`src/rtl/sdadc_pkg.sv`:
```
`timescale 1ns/1ps
package sdadc_pkg;

    // Sequencer states; the frame states form the read sequence in order.
    typedef enum logic [2:0] {
        ST_IDLE  = 3'd0,
        ST_POLL  = 3'd1,
        ST_SEL   = 3'd2,
        ST_HIGH  = 3'd3,
        ST_LOW   = 3'd4,
        ST_CLOSE = 3'd5
    } seq_state_e;

    // Pin levels produced for one sequencer state.
    typedef struct packed {
        logic rfs;
        logic cd;
        logic sclk;
    } pin_set_t;

    function automatic pin_set_t pins_for(input seq_state_e st);
        pin_set_t p;
        p = '{rfs: 1'b1, cd: 1'b0, sclk: 1'b0};
        case (st)
            ST_SEL:   p = '{rfs: 1'b1, cd: 1'b1, sclk: 1'b0};
            ST_HIGH:  p = '{rfs: 1'b0, cd: 1'b1, sclk: 1'b1};
            ST_LOW:   p = '{rfs: 1'b0, cd: 1'b1, sclk: 1'b0};
            ST_CLOSE: p = '{rfs: 1'b1, cd: 1'b1, sclk: 1'b0};
            default:  p = '{rfs: 1'b1, cd: 1'b0, sclk: 1'b0};
        endcase
        return p;
    endfunction

    function automatic bit in_frame(input seq_state_e st);
        return (st == ST_SEL) || (st == ST_HIGH) || (st == ST_LOW) || (st == ST_CLOSE);
    endfunction

endpackage

```
`src/rtl/sdadc_phase.sv`:
```
`timescale 1ns/1ps
module sdadc_phase #(
    parameter int HALF_CYC = 4
) (
    input  logic clk,
    input  logic rst,
    input  logic restart_i,
    output logic last_o
);
    localparam int CNT_W = (HALF_CYC > 1) ? $clog2(HALF_CYC) : 1;
    localparam logic [CNT_W-1:0] CNT_END = CNT_W'(HALF_CYC - 1);

    logic [CNT_W-1:0] cnt_q;

    assign last_o = (cnt_q == CNT_END);

    always_ff @(posedge clk) begin
        if (rst || restart_i || last_o) begin
            cnt_q <= '0;
        end else begin
            cnt_q <= cnt_q + CNT_W'(1);
        end
    end

    p_phase_bound_r5: assert property (@(posedge clk) disable iff (rst)
        cnt_q <= CNT_END);

endmodule

```
`src/rtl/sdadc_capture.sv`:
```
`timescale 1ns/1ps
module sdadc_capture #(
    parameter int WORD_W = 24
) (
    input  logic              clk,
    input  logic              rst,
    input  logic              clr_i,
    input  logic              shift_i,
    input  logic              bit_i,
    output logic [WORD_W-1:0] word_o
);
    logic [WORD_W-1:0] word_q;

    assign word_o = word_q;

    // Clearing at frame start leaves short words right-justified over zeros.
    always_ff @(posedge clk) begin
        if (rst || clr_i) begin
            word_q <= '0;
        end else if (shift_i) begin
            word_q <= {word_q[WORD_W-2:0], bit_i};
        end
    end

    p_clr_shift_excl_r5: assert property (@(posedge clk) disable iff (rst)
        !(clr_i && shift_i));

endmodule

```
`src/rtl/sdadc_seq.sv`:
```
`timescale 1ns/1ps
module sdadc_seq
    import sdadc_pkg::*;
#(
    parameter int WORD_W  = 24,
    parameter int SHORT_W = 16,
    parameter int CHAN_W  = 3
) (
    input  logic              clk,
    input  logic              rst,
    input  logic              run_i,
    input  logic [CHAN_W-1:0] chan_i,
    input  logic              wide_i,
    input  logic              sdi_i,
    input  logic              phase_last_i,
    output logic              start_o,
    output logic              shift_o,
    output logic              report_o,
    output logic              wide_o,
    output logic              rfs_o,
    output logic              cd_o,
    output logic              sclk_o,
    output logic [CHAN_W-1:0] chs_o
);
    localparam int BIT_W = $clog2(WORD_W);
    localparam logic [BIT_W-1:0] LAST_WIDE  = BIT_W'(WORD_W - 1);
    localparam logic [BIT_W-1:0] LAST_SHORT = BIT_W'(SHORT_W - 1);

    seq_state_e        state_q;
    logic [BIT_W-1:0]  bit_q;
    logic              wide_q;
    logic              drop_q;
    logic [CHAN_W-1:0] chs_q;
    pin_set_t          pins;
    logic              chan_diff;
    logic              last_bit;
    logic              publish;

    assign chan_diff = (chan_i != chs_q);
    assign last_bit  = (bit_q == (wide_q ? LAST_WIDE : LAST_SHORT));
    assign start_o   = (state_q == ST_POLL) && run_i && !chan_diff && !sdi_i;
    assign shift_o   = (state_q == ST_HIGH) && phase_last_i;
    assign publish   = (state_q == ST_CLOSE) && phase_last_i;
    assign report_o  = publish && !drop_q;
    assign wide_o    = wide_q;

    assign pins   = pins_for(state_q);
    assign rfs_o  = pins.rfs;
    assign cd_o   = pins.cd;
    assign sclk_o = pins.sclk;
    assign chs_o  = chs_q;

    always_ff @(posedge clk) begin
        if (rst) begin
            state_q <= ST_IDLE;
            bit_q   <= '0;
            wide_q  <= 1'b1;
            drop_q  <= 1'b0;
            chs_q   <= '0;
        end else begin
            case (state_q)
                ST_IDLE: begin
                    if (run_i) state_q <= ST_POLL;
                end
                ST_POLL: begin
                    if (!run_i) begin
                        state_q <= ST_IDLE;
                    end else if (chan_diff) begin
                        chs_q  <= chan_i;
                        drop_q <= 1'b1;
                    end else if (!sdi_i) begin
                        state_q <= ST_SEL;
                        wide_q  <= wide_i;
                        bit_q   <= '0;
                    end
                end
                ST_SEL: begin
                    if (phase_last_i) state_q <= ST_HIGH;
                end
                ST_HIGH: begin
                    if (phase_last_i) state_q <= ST_LOW;
                end
                ST_LOW: begin
                    if (phase_last_i) begin
                        if (last_bit) begin
                            state_q <= ST_CLOSE;
                        end else begin
                            bit_q   <= bit_q + BIT_W'(1);
                            state_q <= ST_HIGH;
                        end
                    end
                end
                ST_CLOSE: begin
                    if (phase_last_i) begin
                        state_q <= ST_POLL;
                        drop_q  <= 1'b0;
                    end
                end
                default: state_q <= ST_IDLE;
            endcase
        end
    end

    p_rfs_low_needs_cd_r4: assert property (@(posedge clk) disable iff (rst)
        !rfs_o |-> cd_o);

    p_sclk_inside_frame_r5: assert property (@(posedge clk) disable iff (rst)
        sclk_o |-> !rfs_o);

    p_open_after_ready_r3: assert property (@(posedge clk) disable iff (rst)
        $rose(cd_o) |-> ($past(!sdi_i) && $past(rfs_o)));

    p_chan_frozen_r10: assert property (@(posedge clk) disable iff (rst)
        in_frame(state_q) |=> $stable(chs_q));

    p_bit_bound_r6: assert property (@(posedge clk) disable iff (rst)
        (!wide_q && in_frame(state_q)) |-> (bit_q <= LAST_SHORT));

    p_idle_no_frame_r12: assert property (@(posedge clk) disable iff (rst)
        (state_q == ST_IDLE) |=> !cd_o);

endmodule

```
`src/rtl/sdadc_reader.sv`:
```
`timescale 1ns/1ps
module sdadc_reader #(
    parameter int HALF_CYC = 4,
    parameter int WORD_W   = 24,
    parameter int SHORT_W  = 16,
    parameter int CHAN_W   = 3
) (
    input  logic              clk,
    input  logic              rst,
    input  logic              run_i,
    input  logic [CHAN_W-1:0] chan_i,
    input  logic              wide_i,
    input  logic              sdi_i,
    output logic              tfs_o,
    output logic              rfs_o,
    output logic              cd_o,
    output logic              sclk_o,
    output logic [CHAN_W-1:0] chs_o,
    output logic [WORD_W-1:0] res_o,
    output logic [CHAN_W-1:0] res_chan_o,
    output logic              res_vld_o
);
    logic              start;
    logic              shift;
    logic              report;
    logic              wide_q;
    logic              phase_last;
    logic [WORD_W-1:0] cap_word;
    logic [WORD_W-1:0] res_q;
    logic [CHAN_W-1:0] res_chan_q;
    logic              vld_q;

    // Writes are handled elsewhere; this side only ever reads.
    assign tfs_o = 1'b1;

    sdadc_phase #(.HALF_CYC(HALF_CYC)) u_phase (
        .clk       (clk),
        .rst       (rst),
        .restart_i (start),
        .last_o    (phase_last)
    );

    sdadc_capture #(.WORD_W(WORD_W)) u_capture (
        .clk     (clk),
        .rst     (rst),
        .clr_i   (start),
        .shift_i (shift),
        .bit_i   (sdi_i),
        .word_o  (cap_word)
    );

    sdadc_seq #(
        .WORD_W  (WORD_W),
        .SHORT_W (SHORT_W),
        .CHAN_W  (CHAN_W)
    ) u_seq (
        .clk          (clk),
        .rst          (rst),
        .run_i        (run_i),
        .chan_i       (chan_i),
        .wide_i       (wide_i),
        .sdi_i        (sdi_i),
        .phase_last_i (phase_last),
        .start_o      (start),
        .shift_o      (shift),
        .report_o     (report),
        .wide_o       (wide_q),
        .rfs_o        (rfs_o),
        .cd_o         (cd_o),
        .sclk_o       (sclk_o),
        .chs_o        (chs_o)
    );

    always_ff @(posedge clk) begin
        if (rst) begin
            res_q      <= '0;
            res_chan_q <= '0;
            vld_q      <= 1'b0;
        end else begin
            vld_q <= report;
            if (report) begin
                res_q      <= cap_word;
                res_chan_q <= chs_o;
            end
        end
    end

    assign res_o      = res_q;
    assign res_chan_o = res_chan_q;
    assign res_vld_o  = vld_q;

    p_strobe_single_r9: assert property (@(posedge clk) disable iff (rst)
        res_vld_o |=> !res_vld_o);

    p_strobe_after_close_r9: assert property (@(posedge clk) disable iff (rst)
        res_vld_o |-> ($past(cd_o) && !cd_o));

    p_short_upper_zero_r8: assert property (@(posedge clk) disable iff (rst)
        (res_vld_o && !wide_q) |-> (res_o[WORD_W-1:SHORT_W] == '0));

    p_word_held_r11: assert property (@(posedge clk) disable iff (rst)
        !res_vld_o |-> $stable(res_o));

endmodule

```
`config.mk`:
```
export PLATFORM = sky130hd
export DESIGN_NAME = sdadc_reader
export DESIGN_NICKNAME = d
export VERILOG_FILES = /design/src/rtl/sdadc_pkg.sv /design/src/rtl/sdadc_phase.sv /design/src/rtl/sdadc_capture.sv /design/src/rtl/sdadc_seq.sv /design/src/rtl/sdadc_reader.sv
export SDC_FILE = /design/constraint.sdc
export NUM_CORES = 1
export LEC_CHECK = 0
export CAP_MARGIN = 20
export CORE_MARGIN = 3
export CORE_UTILIZATION = 50
export CTS_CLUSTER_DIAMETER = 40
export CTS_CLUSTER_SIZE = 25
export DETAILED_ROUTE_END_ITERATION = 7
export DONT_BUFFER_PORTS = 1
export SYNTH_ARGS = -nofsm -noshare
export SYNTH_HDL_FRONTEND = slang
export SYNTH_SLANG_ARGS = --single-unit
```
`constraint.sdc`:
```
create_clock -name clk -period 3.5 [get_ports clk]
set_input_delay 0.35 -clock clk [delete_from_list [all_inputs] [get_ports clk]]
set_output_delay 0.35 -clock clk [all_outputs]
set_load 0.01 [all_outputs]
```
==> results of run 1 <==
-- registers in the layout, indices dropped and copies added, names as in the netlist, 2 cells and up --
name and cells:
u_seq.state_q 3, u_capture.word_o 24, u_phase.cnt_q 2, u_seq.bit_q 5, res_chan_o 3, u_seq.chs_o 3, res_o 24
-- synthesized netlist by cell type (2+ instances only) --
cell	number	area (um2)
clkbuf_1	12	45.0
nand2_1	105	394
and3_1	2	12.5
o31ai_1	2	15.0
buf_4	2	15.0
o21ai_0	2	10.0
nor2b_1	4	25.0
or3_1	2	12.5
nor3b_1	3	22.5
buf_2	7	35.0
nand3b_1	2	15.0
o311ai_0	2	17.5
nand4b_1	2	17.5
nor3_1	2	10.0
and4b_1	2	20.0
nor2_1	7	26.3
o41ai_1	3	26.3
and2_1	2	12.5
o211ai_1	3	22.5
mux2i_1	4	40.0
nand2b_1	4	25.0
a21oi_1	54	270
ha_1	3	37.5
dfxtp_1	67	1340
nand3_1	5	25.0
xor2_1	3	26.3
-- power groups by stage --
stage	combinational, mW	clock (mW)	sequential [mW]
3_5_place_dp	0.156	0	0.836
4_1_cts	0.157	0.660	0.818
2_1_floorplan	0.159	0	0.815
5_1_grt	0.174	0.697	0.824
3_3_place_gp	0.157	0	0.835
6_report	0.159	0.648	0.819
-- metal layers --
metal / track usage / vias up / wire length [um]
met5: 0 / - / 0
met4: 0.0760 / 0 / 38
met3: 0.0700 / 4 / 373
met2: 0.281 / 55 / 2540
met1: 0.253 / 964 / 2870
li1: - / 1110 / -
-- worst max path at each step --
stage	end	start	depth (start not counted)	slack, ns
after floorplan	u_seq.state_q[2]$_SDFFE_PP0P_	u_seq.chs_o[2]$_SDFFE_PP0P_	4	1.89
after global placement	u_capture.word_o[19]$_SDFFE_PP0P_	u_seq.state_q[0]$_SDFFE_PP0P_	4	1.45
after detailed placement	u_capture.word_o[13]$_SDFFE_PP0P_	u_seq.state_q[0]$_SDFFE_PP0P_	4	1.39
after CTS	u_capture.word_o[13]$_SDFFE_PP0P_	u_seq.state_q[0]$_SDFFE_PP0P_	4	1.40
after global routing	u_capture.word_o[9]$_SDFFE_PP0P_	u_seq.state_q[0]$_SDFFE_PP0P_	4	1.13
final	u_capture.word_o[3]$_SDFFE_PP0P_	u_seq.state_q[0]$_SDFFE_PP0P_	4	1.40
-- layout by cell type, fill, tap and decap left out, types with 2 or more instances in the layout --
cell type  instances
nand3b_1           2
o311ai_0           2
ha_1               3
nand2b_1           4
buf_4              3
nor3_1             2
or3_1              2
nor2b_1            4
and4b_1            2
clkbuf_8          10
and3_1             2
nand4b_1           2
nand3_1            5
a21oi_1           54
and2_1             2
xor2_1             3
dfxtp_1           67
o41ai_1            3
o211ai_1           3
clkinv_2           2
mux2i_1            4
nor3b_1            3
nand2_1          105
o21ai_0            2
o31ai_1            2
nor2_1             7
clkinv_4           2
-- cell type report --
type	instances	area (um2)	share of cell area
Clock inverter	6	65.1	0.0221
Multi-Input combinational cell	239	1280	0.434
Tap cell	70	87.6	0.0298
Clock buffer	10	138	0.0468
Timing Repair Buffer	3	22.5	0.00767
Sequential cell	67	1340	0.457
Inverter	2	7.51	0.00256
-- stage by stage --
step | utilization | std cells
after global routing | 0.564 | 397
after global placement | 0.525 | 381
final | 0.564 | 397
after floorplan | - | 330
after detailed placement | 0.525 | 381
after CTS | 0.564 | 397
-- logic make-up (layout without fill, tap and decap cells) --
group	Yosys count	after routing	share of synthesized area
buf+inv	24	21	0.0417
fa+ha+maj	3	3	0.0137
compound gates	79	79	0.180
flops	67	67	0.491
simple gates	149	149	0.248
mux	4	4	0.0147
xor+xnor	3	3	0.00962
other cells	1	1	0.00137
==> impl_metrics.ini, run 1 <==
[cts]
postCtsSetupBuffers = 0
numCtsBuffers = 9
clk_pin_slew_ns = 0.08
cts_tree = yes
cts_max_level = 3
hold_buffers = 0
cts.repair.resized = 0
cts_buffer_depth = 2
worst_skew_pair.late_latency_ns = 0.34
cts_root_buffer = clkbuf_8
clkSinkCount = 67

[run_status]
status = completed

[sta]
drv_slew = 0
whs_ns = 0.0736
setup_slack_ns = 1.40
post-route-period-util = 0.600
rsz0062_at_grt = no
finClkSkew_ns = 0.00899
worst_pin_slew_ns = 0.950
setup_tns_ns = 0
setup_viol_count_final = 0
final-hold-violation-count = 0
max_freq_mhz = 476
relSlewSlack = 0.365
post-route-min-period_ns = 2.10

[floorplanning]
die_h_um = 79.9
initial_core_util = 0.525
core-area_um2 = 5200
dieArea_um2 = 6390
fp.dieW_um = 79.9
io_pins = 43
num_rows = 26

[pwr]
swShare = 0.263
leakagePower_nw = 0.991
clkPwrFrac = 0.399
p_comb_frac = 0.098
switching_power_mw = 0.427
p_per_area_nw_per_um2 = 553
power_mw = 1.63
power.share.sequential = 0.504
vdd_drop_max_uv = 324
p_int_mw = 1.20

[setup_path]
cpPeakStageDelay_ns = 0.73
critPathArrivalTime_ns = 2.32
startpoint_type = flip-flop
rrSetupSlack_ns = 1.40
crit_type = flip-flop to flip-flop
r2r-start = u_seq.state_q[0]$_SDFFE_PP0P_
cp_cell_sequence = nor2b_1, nand3_1, nand2_1, a21oi_1
critPathTopFamily = simple AND/OR/NAND/NOR gates
end_kind = flip-flop
r2r-end = u_capture.word_o[3]$_SDFFE_PP0P_
path_buf_inv = 0
crit_fanout = 24
cp_data_required_time_ns = 3.72
reg2reg_depth = 4
crit_slowest_cell = nand3_1

[yosys]
synth_ff_type = dfxtp_1
synthArstFlopShare = 0
syn_area_um2 = 2730
ys_seq_area_frac = 0.491
synth_edf_count = 0
syn_area_per_cell_um2 = 8.28
yosysWarningCount = 0
synthCells = 330
syn_nets = 341
synth_cell_type_count = 50
synth-seq-cells = 67

[global_routing]
gr-usage-all-layers = 0.191
grt_max_degree = 39
grt_remaining_overflow = 0
grt_pass1_wl_mm = 9.54
first_global_vias = 2021
grt_antenna_before_repair = 0

[layout]
antenna_cells = 0
finish.instance_area_um2 = 2940
syn_to_final_growth_pct = 7.56
drive_above_1_share = 0.0734
nNetsFinal = 333
num-fill-cells = 496

[drt]
drt_iter0_drc = 85
wl_mm = 5.81
drt_first_pass_iters = 5
wl_per_cell_um = 14.6
drcViolationCount = 0
dr_total_vias = 2133
ant_nets = 0
via_per_inst = 5.37

[placed_design]
placed_area_um2 = 2740
place_hpwl_mm = 3.74
port_buffers = 0
routabilityCongestion = 0.855
preCtsSetupSlack_ns = 1.39

[job]
drv_cap = 0

[min_path]
worstHoldPathCells = 1
min_to = res_chan_o[1]$_SDFFE_PP0P_
hold_path_class = input port to flip-flop
hp-start = rst
(Power assumes the default switching activity.)
==> run 2, diff against run 1 <==
clock period = 2 ns   (was 3.5 ns; I/O delays follow)
==> impl_metrics.ini, run 2 (synthesis results as in run 1) <==
[sta]
setup_tns_ns = 0
drv_slew = 0
post-route-min-period_ns = 1.77
rsz0062_at_grt = no
post-route-period-util = 0.885
final-hold-violation-count = 0
max_freq_mhz = 565
setup_viol_count_final = 0
finClkSkew_ns = 0.00769

[global_routing]
first_global_vias = 2031
grt_antenna_before_repair = 0
gr-usage-all-layers = 0.193
grt_remaining_overflow = 0
grt_max_degree = 35
grt_pass1_wl_mm = 9.52

[layout]
nNetsFinal = 344
final_common_cell = nand2_1
syn_to_final_growth_pct = 12.7
antenna_cells = 0
final_util = 0.592
final_cell_mix = nand2_1, dfxtp_1, a21oi_1
drive_above_1_share = 0.0947

[placed_design]
place_hpwl_mm = 3.76
routabilityCongestion = 0.855
port_buffers = 0

[drt]
drt_first_pass_iters = 4
ant_nets = 0
via_per_inst = 5.36
dr_total_vias = 2188
drt_iter0_drc = 107
drcViolationCount = 0
wl_mm = 5.72
wl_per_cell_um = 14.0

[setup_path]
rrSetupSlack_ns = 0.29
critPathArrivalTime_ns = 1.57
startpoint_type = flip-flop
cp_data_required_time_ns = 1.80
crit_fanout = 13
end_kind = primary output
crit_type = flip-flop to primary output

[job]
drv_cap = 0

[run_status]
status = completed

[floorplanning]
num_rows = 26
die_h_um = 79.9
initial_core_util = 0.525
core-area_um2 = 5200
fp.dieW_um = 79.9
io_pins = 43
dieArea_um2 = 6390

[pwr]
power_mw = 2.95
vdd_drop_max_uv = 576
leakagePower_nw = 1.06
p_per_area_nw_per_um2 = 956

[cts]
cts_max_level = 3
cts_tree = yes
numCtsBuffers = 9
cts_buffer_depth = 2
cts_root_buffer = clkbuf_8
clk_pin_slew_ns = 0.07
clkSinkCount = 67
worst_skew_pair.late_latency_ns = 0.34

[min_path]
hold_path_class = input port to flip-flop
-- run 2: changes by cell type in the layout (fill, tap and decap cells not counted), sizes merged --
cell and delta:
buf +10, clkinv -2, bufinv +1, clkbuf +1
dlygate4sd3 +1
-- run 2: final cells by class --
cell class,instances,area [um2]
flip-flops and latches,67,1340
repair buffers,14,158
inverters,2,7.51
multi-input cells,239,1280
clock inverters,5,77.6
fillers,502,2130
well taps,70,87.6
clock buffers,11,131
-- run 2: metrics by stage --
step	setup WS, ns	hold slack [ns]	area, um2	cells
2_1_floorplan	0.385	0.336	2730	330
3_5_place_dp	0.320	0.275	2840	390
5_1_grt	0.136	0.0265	3080	408
4_1_cts	0.245	0.00360	3080	408
3_3_place_gp	0.338	0.273	2840	390
6_report	0.229	0.0137	3080	408
-- run 2: worst max-delay path, stage by stage, from the launching register on --
cell and delay [ns]:
dfxtp_1 0.53, nor2b_1 0.43, and3_1 0.27
-- run 2: repair_timing --
| item | in CTS | in global routing |
|---|---|---|
| buffers inserted | 0 | 0 |
| hold buffers | 2 | 0 |
| gates resized for setup | 0 | 0 |
| hold endpoints to repair | 35 | 0 |
-- run 2: power breakdown --
part | switching, mW | internal [mW]
combinational | 0.199 | 0.153
sequential | 0.0429 | 1.37
clock | 0.484 | 0.698
total | 0.725 | 2.22
-- run 2: worst paths after layout --
check                                     start                             to  depth (start not counted)
hold / removal                        chan_i[2]    u_seq.chs_o[2]$_SDFFE_PP0P_                          2
hold reg to reg     u_phase.cnt_q[0]$_SDFF_PP0_    u_phase.cnt_q[0]$_SDFF_PP0_                          1
setup reg to reg    u_seq.chs_o[2]$_SDFFE_PP0P_  u_seq.state_q[2]$_SDFFE_PP0P_                          4
setup / recovery  u_seq.state_q[0]$_SDFFE_PP0P_                         sclk_o                          2
-- run 2: layer usage --
layer	GRT usage	wire (um)
met1	0.257	2670
met2	0.274	2470
met4	0.0591	54
met3	0.0914	522
met5	0	0
